--- src/rtl/tx_pkg.sv ---
package tx_pkg;
  localparam int HALF_W = 16;
  localparam int WORD_W = 2 * HALF_W;
  localparam int BYTE_W = 8;
  localparam int CNT_W  = $clog2(WORD_W + 1);

  typedef enum logic [1:0] {
    WL_8   = 2'd0,
    WL_16  = 2'd1,
    WL_32  = 2'd2,
    WL_32B = 2'd3
  } wlen_e;

  // number of data bits in one frame for a length code
  function automatic logic [CNT_W-1:0] word_bits(input logic [1:0] wl);
    case (wl)
      WL_8:    word_bits = CNT_W'(BYTE_W);
      WL_16:   word_bits = CNT_W'(HALF_W);
      default: word_bits = CNT_W'(WORD_W);
    endcase
  endfunction

  // place the selected bits MSB-aligned in the shifter width
  function automatic logic [WORD_W-1:0] align_word(input logic [HALF_W-1:0] hi,
                                                   input logic [HALF_W-1:0] lo,
                                                   input logic [1:0]        wl);
    case (wl)
      WL_8:    align_word = {lo[BYTE_W-1:0], {(WORD_W-BYTE_W){1'b0}}};
      WL_16:   align_word = {lo, {HALF_W{1'b0}}};
      default: align_word = {hi, lo};
    endcase
  endfunction
endpackage

--- src/rtl/tx_holding.sv ---
module tx_holding
  import tx_pkg::*;
(
  input  logic              clk,
  input  logic              rst_n,
  input  logic              clr,
  input  logic              wr_lo,
  input  logic              wr_hi,
  input  logic [HALF_W-1:0] wr_data,
  input  logic              copy_now,
  output logic [HALF_W-1:0] hold_hi,
  output logic [HALF_W-1:0] hold_lo,
  output logic              lo_fresh,
  output logic              ready,
  output logic              evt
);
  always_ff @(posedge clk or negedge rst_n) begin
    if (!rst_n) begin
      hold_hi  <= '0;
      hold_lo  <= '0;
      lo_fresh <= 1'b0;
      ready    <= 1'b1;
      evt      <= 1'b0;
    end else if (clr) begin
      hold_hi  <= '0;
      hold_lo  <= '0;
      lo_fresh <= 1'b0;
      ready    <= 1'b1;
      evt      <= 1'b0;
    end else begin
      if (wr_hi) hold_hi <= wr_data;
      if (wr_lo) hold_lo <= wr_data;
      // a new low write outranks a copy of the previous word
      if (wr_lo)         lo_fresh <= 1'b1;
      else if (copy_now) lo_fresh <= 1'b0;
      if (wr_lo)         ready <= 1'b0;
      else if (copy_now) ready <= 1'b1;
      evt <= copy_now & ~wr_lo;
    end
  end


  evt_single_chk: assert property (@(posedge clk) disable iff (!rst_n) evt |=> !evt);

  ready_drop_chk: assert property (@(posedge clk) disable iff (!rst_n)
    (wr_lo && !clr) |=> !ready);
endmodule

--- src/rtl/tx_framer.sv ---
module tx_framer (
  input  logic clk,
  input  logic rst_n,
  input  logic clr,
  input  logic bit_tick,
  input  logic fs_ext,
  input  logic self_frame,
  input  logic copy_now,
  input  logic busy,
  output logic start,
  output logic fs_out
);
  logic self_req;

  assign start = bit_tick & ~busy & (self_frame ? self_req : fs_ext);

  always_ff @(posedge clk or negedge rst_n) begin
    if (!rst_n) begin
      self_req <= 1'b0;
      fs_out   <= 1'b0;
    end else if (clr) begin
      self_req <= 1'b0;
      fs_out   <= 1'b0;
    end else begin
      if (copy_now && self_frame) self_req <= 1'b1;
      else if (start)             self_req <= 1'b0;
      fs_out <= copy_now & self_frame;
    end
  end


  fs_pulse_chk: assert property (@(posedge clk) disable iff (!rst_n) fs_out |=> !fs_out);
endmodule

--- src/rtl/tx_shifter.sv ---
module tx_shifter
  import tx_pkg::*;
(
  input  logic              clk,
  input  logic              rst_n,
  input  logic              clr,
  input  logic              bit_tick,
  input  logic              start,
  input  logic              copy_now,
  input  logic [WORD_W-1:0] load_word,
  input  logic [CNT_W-1:0]  nbits,
  output logic              dout,
  output logic              busy,
  output logic              last_bit,
  output logic              sr_valid
);
  logic [WORD_W-1:0] sr;
  logic [CNT_W-1:0]  cnt;
  logic              active;

  assign busy     = active & (cnt != '0);
  assign last_bit = bit_tick & active & (cnt == CNT_W'(1));

  always_ff @(posedge clk or negedge rst_n) begin
    if (!rst_n) begin
      sr       <= '0;
      cnt      <= '0;
      active   <= 1'b0;
      dout     <= 1'b0;
      sr_valid <= 1'b0;
    end else if (clr) begin
      sr       <= '0;
      cnt      <= '0;
      active   <= 1'b0;
      dout     <= 1'b0;
      sr_valid <= 1'b0;
    end else if (start) begin
      // a word staged earlier wins; otherwise send what is held now
      sr       <= (sr_valid && !copy_now) ? sr : load_word;
      cnt      <= nbits;
      active   <= 1'b1;
      dout     <= 1'b0;
      sr_valid <= 1'b0;
    end else begin
      if (bit_tick && active) begin
        if (cnt != '0) begin
          dout <= sr[WORD_W-1];
          sr   <= {sr[WORD_W-2:0], 1'b0};
          cnt  <= cnt - CNT_W'(1);
        end else begin
          active <= 1'b0;
          dout   <= 1'b0;
        end
      end
      if (copy_now) begin
        sr       <= load_word;
        sr_valid <= 1'b1;
      end
    end
  end


  idle_low_chk: assert property (@(posedge clk) disable iff (!rst_n) !active |-> !dout);

  bit_hold_chk: assert property (@(posedge clk) disable iff (!rst_n)
    (!bit_tick && !clr) |=> $stable(dout));
endmodule

--- src/rtl/frame_serial_tx.sv ---
module frame_serial_tx
  import tx_pkg::*;
(
  input  logic        clk,
  input  logic        rst_n,
  input  logic        tx_en,
  input  logic        self_frame,
  input  logic [1:0]  wlen,
  input  logic        wr_lo,
  input  logic        wr_hi,
  input  logic [15:0] wr_data,
  input  logic        bit_tick,
  input  logic        fs_ext,
  output logic        dout,
  output logic        fs_out,
  output logic        tx_ready,
  output logic        tx_event,
  output logic        tx_empty
);
  logic              clr;
  logic [HALF_W-1:0] hold_hi, hold_lo;
  logic              lo_fresh;
  logic              copy_now, start, busy, last_bit, sr_valid;
  logic [WORD_W-1:0] load_word;
  logic [CNT_W-1:0]  nbits;

  assign clr       = ~tx_en;
  assign load_word = align_word(hold_hi, hold_lo, wlen);
  assign nbits     = word_bits(wlen);
  // move a fresh word only into a free, unstaged shifter
  assign copy_now  = lo_fresh & ~busy & ~sr_valid;

  tx_holding u_hold (
    .clk(clk), .rst_n(rst_n), .clr(clr), .wr_lo(wr_lo), .wr_hi(wr_hi),
    .wr_data(wr_data), .copy_now(copy_now), .hold_hi(hold_hi), .hold_lo(hold_lo),
    .lo_fresh(lo_fresh), .ready(tx_ready), .evt(tx_event)
  );

  tx_framer u_frame (
    .clk(clk), .rst_n(rst_n), .clr(clr), .bit_tick(bit_tick), .fs_ext(fs_ext),
    .self_frame(self_frame), .copy_now(copy_now), .busy(busy),
    .start(start), .fs_out(fs_out)
  );

  tx_shifter u_shift (
    .clk(clk), .rst_n(rst_n), .clr(clr), .bit_tick(bit_tick), .start(start),
    .copy_now(copy_now), .load_word(load_word), .nbits(nbits), .dout(dout),
    .busy(busy), .last_bit(last_bit), .sr_valid(sr_valid)
  );

  always_ff @(posedge clk or negedge rst_n) begin
    if (!rst_n)                                 tx_empty <= 1'b0;
    else if (clr)                               tx_empty <= 1'b0;
    else if (copy_now)                          tx_empty <= 1'b1;
    else if (last_bit && !lo_fresh && !wr_lo)   tx_empty <= 1'b0;
  end


  restart_chk: assert property (@(posedge clk) disable iff (!rst_n)
    !tx_en |=> (tx_ready && !tx_empty && !dout));

  empty_on_copy_chk: assert property (@(posedge clk) disable iff (!rst_n)
    (copy_now && tx_en) |=> tx_empty);

  empty_drop_chk: assert property (@(posedge clk) disable iff (!rst_n)
    (tx_en && last_bit && !lo_fresh && !wr_lo) |=> !tx_empty);
endmodule

--- config.mk ---
export PLATFORM = sky130hd
export DESIGN_NAME = frame_serial_tx
export DESIGN_NICKNAME = d
export VERILOG_FILES = /design/src/rtl/tx_pkg.sv /design/src/rtl/tx_holding.sv /design/src/rtl/tx_framer.sv /design/src/rtl/tx_shifter.sv /design/src/rtl/frame_serial_tx.sv
export SDC_FILE = /design/constraint.sdc
export NUM_CORES = 1
export LEC_CHECK = 0
export BUFFER_PORTS_ARGS = -buffer_cell sky130_fd_sc_hd__buf_4
export CAP_MARGIN = 5
export CORE_MARGIN = 2
export CORE_UTILIZATION = 60
export CTS_CLUSTER_SIZE = 24
export DETAILED_ROUTE_END_ITERATION = 16
export PLACE_DENSITY = 0.79
export SLEW_MARGIN = 40
export SYNTH_ARGS = -nofsm -noshare
export SYNTH_HDL_FRONTEND = slang
export SYNTH_HIERARCHICAL = 1
export SYNTH_SLANG_ARGS = --single-unit
export TNS_END_PERCENT = 30
--- constraint.sdc ---
create_clock -name clk -period 3.5 [get_ports clk]
set_input_delay 0.35 -clock clk [delete_from_list [all_inputs] [get_ports clk]]
set_output_delay 0.35 -clock clk [all_outputs]
set_load 0.01 [all_outputs]
==> key figures <==
Outcome
  – Outcome: finished clean

Setup path
  – Critical path's top delay family: simple AND/OR/NAND/NOR gates
  – Worst setup EP type: flop
  – CP Launch Type: flop
  – Crit path largest cell delay: 0.70 ns
  – Path depth of the worst reg2reg path: 9
  – Flop-to-flop setup slack: 0.45 ns
  – Critical-path cell list: nor4_4, nand2_1, and2_1, nor2b_2, nor2b_1, clkinv_1, a2111o_2, buf_16, mux2_4
  – WP buf/inv: 2
  – Critical path class: flop to flop
  – Slowest-stage cell, CP: a2111o_2
  – End of the worst register-to-register path: u_shift/sr[10]
  – Critical Path AT: 3.27 ns
  – Reg2Reg Launch Point: u_shift/cnt[2]
  – Worst Path Required: 3.72 ns
  – Crit path max fanout: 17
  – CP startpoint: u_shift/cnt[2]

Logic synthesis
  – Multiplexer area fraction after synthesis: 20.8%
  – Mapped Cells: 421
  – Avg Cell Area, Syn: 10.2 um^2
  – Netlist area before placement: 0.00430 mm^2
  – Simple-gate share of the synthesized area: 16.4%
  – EDFF count, synth: 0
  – Top cells by count, synth: dfrtp_1, nand2_1, nor2_1
  – Number of synthesized register bits: 79
  – Yosys top cell by area: dfrtp_1
  – Most frequent cell after synthesis: dfrtp_1
  – Yosys top cell area share: 45.4%
  – Synth Area in Adders: 0.873%
  – Distinct cell type count after synthesis: 47
  – Main flop type after synthesis: dfrtp_1
  – Sequential area share after synthesis: 46.0%
  – Post-synth ARST share: 100%
  – XOR/XNOR share of the synthesized area: 0.611%
  – Main combinational cell family by area after synthesis: multiplexers
  – Yosys synthesis warning count: 6
  – Synth Area in Compound Gates: 9.60%
  – Top post-synthesis cells by area: dfrtp_1, mux2_4, mux2i_1

Floorplan
  – Core area: 0.00687 mm^2
  – Std-Cell Rows: 30
  – Total Die Area: 0.00786 mm^2
  – I/O pins: 31
  – Initial Util: 62.6%
  – DIE WIDTH: 88.7 um
  – Die H: 88.7 um

Global routing
  – Aggregate global routing overflow: 0
  – Initial antenna violation count: 0
  – Met1 usage: 36.8%
  – First-pass GRT wire length: 15,100 um
  – Vias in the first global route: 3,122
  – Global Route Usage Sum: 25.3%
  – Global route hottest layer: met2
  – GR met3 Demand/Resource: 4.76%
  – Largest net degree at the start of global routing: 80
  – Grt met2 use: 37.2%

Clock tree
  – Clock Path Buffers: 2
  – Root Buffer: clkbuf_8
  – Worst-skew pair later-pin latency: 0.34 ns
  – Worst-path clk slew: 0.08 ns
  – Post-CTS setup buffers: 0
  – Cts repair resizes: 0
  – Num CTS Buffers: 9
  – Post-CTS Hold Fix Bufs: 0
  – Sink Count: 79
  – H-Tree Level Count: 3
  – CTS tree: yes

Placed design
  – Routability-driven placement congestion ratio: 0.821
  – IO buf count: 30
  – Hpwl dp: 5770 um
  – Placed cell count: 524

Run
  – Number of max-cap violations: 0

Detailed routing
  – Vias per cell: 5.69
  – Antenna viol nets, final: 0
  – Drt pass-1 iters: 4
  – DRT Wirelength: 8970 um
  – # DRC: 0
  – Per-cell routed wire length: 16.6 um
  – Total number of vias: 3,072
  – First DRT Iteration DRCs: 290

Finish
  – Nets: 468
  – Final Core Density: 69.1%
  – Layout fillers: 525
  – Non-filler cells in the finished layout: 540
  – N_diodes: 0
  – Share of cells above drive strength 1: 21.4%
  – Area growth, synth to finish: 10.4%

STA
  – RSZ-0062 raised after global routing: false
  – Worst slew margin: 47.8%
  – Final period utilization: 87.1%
  – Worst clock skew: 0.0102 ns
  – Max Fclk: 0.328 GHz
  – Final Hold Fails: 0
  – Worst Tran Pin Value: 0.782 ns
  – Count of pins over their slew limit: 0
  – Final min period: 3.05 ns
  – TNS Setup: 0 ns
  – Final setup viols: 0

Power and ir drop
  – Peak supply drop: 0.255 mV
  – PwrDens: 443 mW/mm^2
  – Leakage power: 0.00226 uW

Min path
  – Hold WC Path Type: input pin to asynchronous set/reset pin
## cell usage in the layout (no fill, tap or decap), types with 2 or more instances in the layout
cell type,synthesis,routed
clkinvlp_4,0,2
o21ai_0,8,8
nor2_1,43,42
bufinv_16,0,2
inv_1,8,7
clkbuf_8,0,11
conb_1,1,3
a211oi_1,7,7
a21oi_1,35,35
nand3_1,2,2
mux2_2,2,2
dfrtp_1,78,78
and2_1,17,17
nand2_1,75,75
a22o_1,8,8
mux2_4,30,30
xnor2_1,3,3
nor3b_1,4,4
ha_1,3,3
mux2i_1,42,42
buf_4,1,34
and4_1,2,2
## flip-flops by register name, summed over array words and instances, names as in the netlist
name,flops
u_hold/ready,1
u_hold/lo_fresh,1
u_frame/self_req,1
u_shift/active,1
tx_empty,1
u_hold/evt,1
u_hold/hold_hi,16
u_hold/hold_lo,16
u_frame/fs_out,1
u_shift/dout,1
u_shift/cnt,6
u_shift/sr_valid,1
u_shift/sr,32
## through the flow
stage / hold slack [ns] / total power (uW) / area, um^2 / worst slack [ns]
floorplan: 0.0544 / 1250 / 4310 / 0.822
global placement: 0.492 / 1330 / 4490 / 0.547
detailed placement: 0.431 / 1350 / 4520 / 0.477
CTS: 0.0526 / 2110 / 4750 / 0.453
global route: 0.0643 / 2200 / 4750 / 0.251
finish: 0.0354 / 2100 / 4750 / 0.451
## cell families after synthesis
family	count (synthesis)
and+or+nand+nor	154
DFF	79
muxes	74
AOI/OAI and AO/OA	67
buffers and inverters	40
adders and majority gates	3
xor gates and xnor gates	3
other	1
## power breakdown
part,internal (uW),total (uW),switching (uW)
Clock,439,769,330
Sequential,961,1000,41.4
Combinational,144,331,187
## metal layers
metal / wire [um] / share of wire (%)
met3: 416 / 4.6
met2: 4180 / 47
met1: 4260 / 47
met5: 0 / 0
met4: 123 / 1.4
## worst max path at each step
stage | depth (start not counted) | end | slack (ns)
final | 9 | u_shift/sr[10] | 0.45
after global routing | 9 | u_shift/sr[26] | 0.25
after CTS | 9 | u_shift/sr[4] | 0.45
after detailed placement | 9 | u_shift/sr[26] | 0.48
after global placement | 9 | u_shift/sr[12] | 0.55
after floorplan | 10 | u_shift/sr[10] | 0.82
## layout make-up
| cell class | count | area [um^2] | area share (%) |
|---|---|---|---|
| Clock buffer | 11 | 151 | 3.19 |
| Clock inverter | 5 | 80.1 | 1.69 |
| Inverter | 9 | 33.8 | 0.711 |
| Multi-Input combinational cell | 304 | 2090 | 44.0 |
| Sequential cell | 79 | 1980 | 41.6 |
| Tap cell | 96 | 120 | 2.53 |
| Timing Repair Buffer | 36 | 294 | 6.19 |
## worst reg2reg max path: cells and delay by family (launching register included)
kind / cells / cell delay [ns]
flops: 1 / 0.45
mux: 1 / 0.31
simple gates: 5 / 1.08
buf+inv: 2 / 0.39
compound gates: 1 / 0.70
(Power assumes the default switching activity.)
